## src/rtl/psg_env_pkg.sv

```systemverilog
package psg_env_pkg;

  localparam int PER_W   = 16;
  localparam int POS_W   = 6;
  localparam int SHAPE_W = 4;
  localparam int LVL_W   = POS_W - 1;

  typedef enum logic [2:0] {
    BH_DECAY     = 3'd0,
    BH_ATTACK    = 3'd1,
    BH_SAW_DN    = 3'd2,
    BH_SAW_UP    = 3'd3,
    BH_TRI_DN    = 3'd4,
    BH_TRI_UP    = 3'd5,
    BH_FALL_HOLD = 3'd6,
    BH_RISE_HOLD = 3'd7
  } env_bhv_e;

  function automatic env_bhv_e shape_to_bhv(input logic [SHAPE_W-1:0] code);
    env_bhv_e b;
    if (code[3] == 1'b0) begin
      b = code[2] ? BH_ATTACK : BH_DECAY;
    end else begin
      case (code[2:0])
        3'd0:    b = BH_SAW_DN;
        3'd1:    b = BH_DECAY;
        3'd2:    b = BH_TRI_DN;
        3'd3:    b = BH_FALL_HOLD;
        3'd4:    b = BH_SAW_UP;
        3'd5:    b = BH_RISE_HOLD;
        3'd6:    b = BH_TRI_UP;
        default: b = BH_ATTACK;
      endcase
    end
    return b;
  endfunction

  function automatic logic bhv_repeats(input env_bhv_e b);
    return (b == BH_SAW_DN) || (b == BH_SAW_UP) ||
           (b == BH_TRI_DN) || (b == BH_TRI_UP);
  endfunction

endpackage

```

## src/rtl/psg_env_div.sv

```systemverilog
module psg_env_div #(
  parameter int PER_W = 16
) (
  input  logic             clk,
  input  logic             rst,
  input  logic             tick_en,
  input  logic [PER_W-1:0] period_i,
  output logic             step_o,
  output logic [PER_W-1:0] cnt_o
);

  logic [PER_W-1:0] cnt_q;
  logic             at_zero;

  assign at_zero = (cnt_q == '0);
  assign step_o  = tick_en && at_zero;
  assign cnt_o   = cnt_q;

  always_ff @(posedge clk) begin
    if (rst) begin
      cnt_q <= '0;
    end else if (tick_en) begin
      if (at_zero) cnt_q <= period_i;
      else         cnt_q <= cnt_q - 1'b1;
    end
  end

endmodule

```

## src/rtl/psg_env_pos.sv

```systemverilog
module psg_env_pos #(
  parameter int POS_W = 6
) (
  input  logic             clk,
  input  logic             rst,
  input  logic             restart,
  input  logic             step,
  input  logic             hold_at_end,
  output logic [POS_W-1:0] pos_o
);

  localparam logic [POS_W-1:0] POS_LAST = '1;

  logic [POS_W-1:0] pos_q;

  assign pos_o = pos_q;

  always_ff @(posedge clk) begin
    if (rst) begin
      pos_q <= '0;
    end else if (restart) begin
      pos_q <= '0;
    end else if (step) begin
      if (pos_q == POS_LAST) pos_q <= hold_at_end ? POS_LAST : '0;
      else                   pos_q <= pos_q + 1'b1;
    end
  end

endmodule

```

## src/rtl/psg_env_lut.sv

```systemverilog
module psg_env_lut
  import psg_env_pkg::*;
#(
  parameter int POS_W = 6,
  parameter int LVL_W = POS_W - 1
) (
  input  logic [POS_W-1:0] pos_i,
  input  env_bhv_e         bhv_i,
  output logic [LVL_W-1:0] level_o
);

  logic             upper;
  logic [LVL_W-1:0] rise;
  logic [LVL_W-1:0] fall;

  assign upper = pos_i[POS_W-1];
  assign rise  = pos_i[LVL_W-1:0];
  assign fall  = ~pos_i[LVL_W-1:0];

  always_comb begin
    case (bhv_i)
      BH_DECAY:     level_o = upper ? '0 : fall;
      BH_ATTACK:    level_o = upper ? '0 : rise;
      BH_SAW_DN:    level_o = fall;
      BH_SAW_UP:    level_o = rise;
      BH_TRI_DN:    level_o = upper ? rise : fall;
      BH_TRI_UP:    level_o = upper ? fall : rise;
      BH_FALL_HOLD: level_o = upper ? '1 : fall;
      default:      level_o = upper ? '1 : rise;
    endcase
  end

endmodule

```

## src/rtl/psg_env_gen.sv

```systemverilog
module psg_env_gen
  import psg_env_pkg::*;
(
  input  logic               clk,
  input  logic               rst,
  input  logic               tick_en,
  input  logic [PER_W-1:0]   period_i,
  input  logic               shape_wr,
  input  logic [SHAPE_W-1:0] shape_i,
  input  logic               coarse_i,
  output logic [LVL_W-1:0]   level_o
);

  logic [SHAPE_W-1:0] shape_q;
  env_bhv_e           bhv;
  logic               step;
  logic [PER_W-1:0]   cnt;
  logic [POS_W-1:0]   pos_q;
  logic [POS_W-1:0]   pos_lk;
  logic [LVL_W-1:0]   lvl_next;
  logic [LVL_W-1:0]   level_q;

  assign bhv    = shape_to_bhv(shape_q);
  assign pos_lk = {pos_q[POS_W-1:1], pos_q[0] | coarse_i};

  always_ff @(posedge clk) begin
    if (rst)           shape_q <= '0;
    else if (shape_wr) shape_q <= shape_i;
  end

  psg_env_div #(.PER_W(PER_W)) u_div (
    .clk      (clk),
    .rst      (rst),
    .tick_en  (tick_en),
    .period_i (period_i),
    .step_o   (step),
    .cnt_o    (cnt)
  );

  psg_env_pos #(.POS_W(POS_W)) u_pos (
    .clk         (clk),
    .rst         (rst),
    .restart     (shape_wr),
    .step        (step),
    .hold_at_end (!bhv_repeats(bhv)),
    .pos_o       (pos_q)
  );

  psg_env_lut #(.POS_W(POS_W), .LVL_W(LVL_W)) u_lut (
    .pos_i   (pos_lk),
    .bhv_i   (bhv),
    .level_o (lvl_next)
  );

  always_ff @(posedge clk) begin
    if (rst) level_q <= '0;
    else     level_q <= lvl_next;
  end

  assign level_o = level_q;

endmodule

```

## config.mk

```make
export PLATFORM = sky130hd
export DESIGN_NAME = psg_env_gen
export DESIGN_NICKNAME = d
export VERILOG_FILES = /design/src/rtl/psg_env_pkg.sv /design/src/rtl/psg_env_div.sv /design/src/rtl/psg_env_pos.sv /design/src/rtl/psg_env_lut.sv /design/src/rtl/psg_env_gen.sv
export SDC_FILE = /design/constraint.sdc
export NUM_CORES = 1
export LEC_CHECK = 0
export BUFFER_PORTS_ARGS = -buffer_cell sky130_fd_sc_hd__buf_2
export CORE_MARGIN = 5
export CORE_UTILIZATION = 55
export DETAILED_ROUTE_END_ITERATION = 16
export PLACE_DENSITY = 0.77
export SLEW_MARGIN = 20
export SYNTH_ARGS = -nofsm -noshare
export SYNTH_HDL_FRONTEND = slang
export SYNTH_SLANG_ARGS = --single-unit
export TNS_END_PERCENT = 20
```

## constraint.sdc

```tcl
create_clock -name clk -period 4.4 [get_ports clk]
set_input_delay 0 -clock clk [delete_from_list [all_inputs] [get_ports clk]]
set_output_delay 0 -clock clk [all_outputs]
set_load 0.005 [all_outputs]
```

==> summary.md <==
| Metric | Value |
|---|---|
| Status | finished, final reports clean |
| Clock buffer depth | 2 |
| Area of the multi-input gates | 1519 µm² |
| Peak VDD IR | 359.3 µV |
| Remaining DRCs | 0 |
| CTS buffer count | 5 |
| Hold Fails Final Rpt | 0 |
| Cell count after synthesis | 272 |
| Synth top area cells | dfxtp_1 27%, ha_1 9.9%, mux2i_1 7.5% |
| Largest net degree at the start of global routing | 29 |
| Post-DRT Antenna Nets | 0 |
| Reg2Reg Launch Point | u_div.cnt_o[0] |
| Clk Latency, worst-skew pair | 290 ps |
| Wire per inst | 16.68 µm |
| Routed met2 length | 2779 µm |
| DR iter-0 viols | 147 |
| Fillers | 362 |
| # hold bufs at CTS | 5 |
| Worst EP required | 4620 ps |
| Fin nets | 337 |
| Die Ht | 74.28 µm |
| Final HPWL DP | 3962 µm |
| Post-synth EDFFs | 0 |
| Non-filler instance count after layout | 345 |
| Leakage | 0.9449 nW |
| Register area | 620.6 µm² |
| Hold Path Class | in2reg |
| Post-synth top area cell | dfxtp_1 |
| Post-layout util | 0.6353 |
| H-tree levels | 2 |
| Die Area | 5517 µm² |
| TritonRoute pass-1 iters | 5 |
| Rows | 23 |
| Layout area overhead | 11.84% |
| Crit-path slowest cell | or4_1 |
| Max frequency | 0.4434 GHz |
| Placed cells | 331 |
| Global Route Usage Sum | 0.2227 |
| Wl on met1 | 2510 µm |
| WL final | 5755 µm |
| Initial Util | 0.5680 |
| GRT Residual Overflow | 0 |
| First-pass GRT wire length | 9722 µm |
| Die width | 74.28 µm |
| Setup TNS | 0 ps |
| Ant diodes | 0 |
| Maximum fanout along the worst path | 9 |
| Routability cong. | 0.8977 |
| Synth Flop Type | dfxtp_1 |
| Number of global-route vias before repair | 2,097 |
| Clk pin slew, worst setup/hold paths | 70 ps |
| WP buf/inv | 1 |
| Post-synth ARST share | 0 |
| Most frequent cell after synthesis | dfxtp_1 |
| Worst slew pin tran | 1026 ps |
| Period minus WS final | 2255 ps |
| RSZ-0062 raised after global routing | no |
| Core Area | 4000 µm² |
| DR WL met3 | 374 µm |
| Worst-path cell chain | inv_1, ha_1, nor4b_2, nand3_1, or4_1, a21oi_1 |
| Startpoint Class | flip-flop |
| CP delay by family, top | simple AND/OR/NAND/NOR gates |
| PD cells | 541.8 nW/µm² |
| Hold_sp | period_i[9] |
| Setup crit end kind | flip-flop |
| Share of cells above drive strength 1 | 0.1525 |
| WP data arrival | 2470 ps |
| Total of max-cap violations | 0 |
| Crit path kind | reg2reg |
| Io pins | 30 |
| Worst setup path start | u_div.cnt_o[0] |
| Final max-slew violation count | 0 |
| Synth top area share | 0.2731 |
| Number of gates resized after CTS | 0 |
| Final setup viols | 0 |
| Post-synth cell types | 58 |
| Setup bufs post-CTS | 0 |
| Drt via density | 6.516 |
| Post-synthesis sequential area ratio | 0.2731 |
| Clock Skew | 9.699 ps |
| DR top layer | met4 |
| CTS sink count | 31 |
| Commonest cells post-synth | 31 x dfxtp_1, 19 x nand2_1, 18 x ha_1 |
| Post-Syn Area per Cell | 8.354 µm² |
| Clk Tree Root Cell | clkbuf_8 |
| Post-Syn Nets | 315 |
| Critical path's largest stage delay | 590 ps |
| Total power | 1.377 mW |
| Antenna violations before repair | 0 |
| Final period util | 0.5125 |
| #FFs+latches synth | 31 |
| Netlist Area Pre-Place | 2272 µm² |
| CTS tree | done |
| Slew headroom | 0.3153 |
| Port Buffers | 29 |
| Routed vias | 2,248 |
| Synthesis Warnings | 0 |
## report_power, final
group,switching [mW],leakage [nW],internal (mW)
registers,0.110,0.255,0.346
logic,0.407,0.639,0.256
clock network,0.115,0.0515,0.143
total,0.632,0.945,0.745
## cell type report
type | count | area share
Clock buffer | 8 | 0.03939
Timing Repair Buffer | 35 | 0.08075
Multi-Input combinational cell | 212 | 0.5977
Sequential cell | 31 | 0.2442
Tap cell | 50 | 0.02462
Inverter | 9 | 0.01329
## metal layers
layer | track usage | up-vias
met5 | 0 | -
met1 | 0.2741 | 1057
met3 | 0.04595 | 11
li1 | - | 1099
met2 | 0.3868 | 81
met4 | 0.07510 | 0
## placed cells by master (no fill, tap or decap), drive strengths merged, types with 7 or more instances in the layout
cell	n
nor2	14
o21ai	12
a21oi	8
dfxtp	31
clkbuf	8
a211oi	12
nor3	7
a31oi	11
nand3	8
nor4	8
mux2i	17
inv	8
ha	18
buf	29
nand2	19
## per-stage QoR
step	hold WS (ps)	worst slack [ps]	instance area [µm²]
global route	12.78	1949	2541
CTS	0.1389	2201	2531
global placement	237.1	2307	2381
finish	5.191	2145	2541
floorplan	147.3	2493	2272
detailed placement	242.4	2229	2381
## flip-flops by register name (all words and copies together), names as in the netlist
signal       flops
u_div.cnt_o     16
shape_q          4
level_o          5
u_pos.pos_o      6
## logic make-up after synthesis
kind of cell             after synthesis  share of synthesized area
AO/OA/AOI/OAI                         75                     0.2335
AND/OR/NAND/NOR                       98                     0.2456
adder cells (fa/ha/maj)               18                    0.09912
flip-flops                            31                     0.2731
buffers and inverters                 29                    0.05837
multiplexers                          17                    0.07489
XOR/XNOR                               4                    0.01542
## tightest hold or removal path: cells and delay by family
family                 cells  cell delay [ps]
buffers and inverters      1              100
AND/OR/NAND/NOR            1               70
AO/OA/AOI/OAI              1               80
## path summary, 6_finish.rpt
kind               endpoint  slack, ps  cells past startpoint
max          u_pos.pos_o[4]       2140                      6
min          u_div.cnt_o[9]          5                      3
max reg2reg  u_pos.pos_o[4]       2140                      6
min reg2reg  u_div.cnt_o[7]        520                      2
Note: power is estimated with default switching activity, not from simulation.
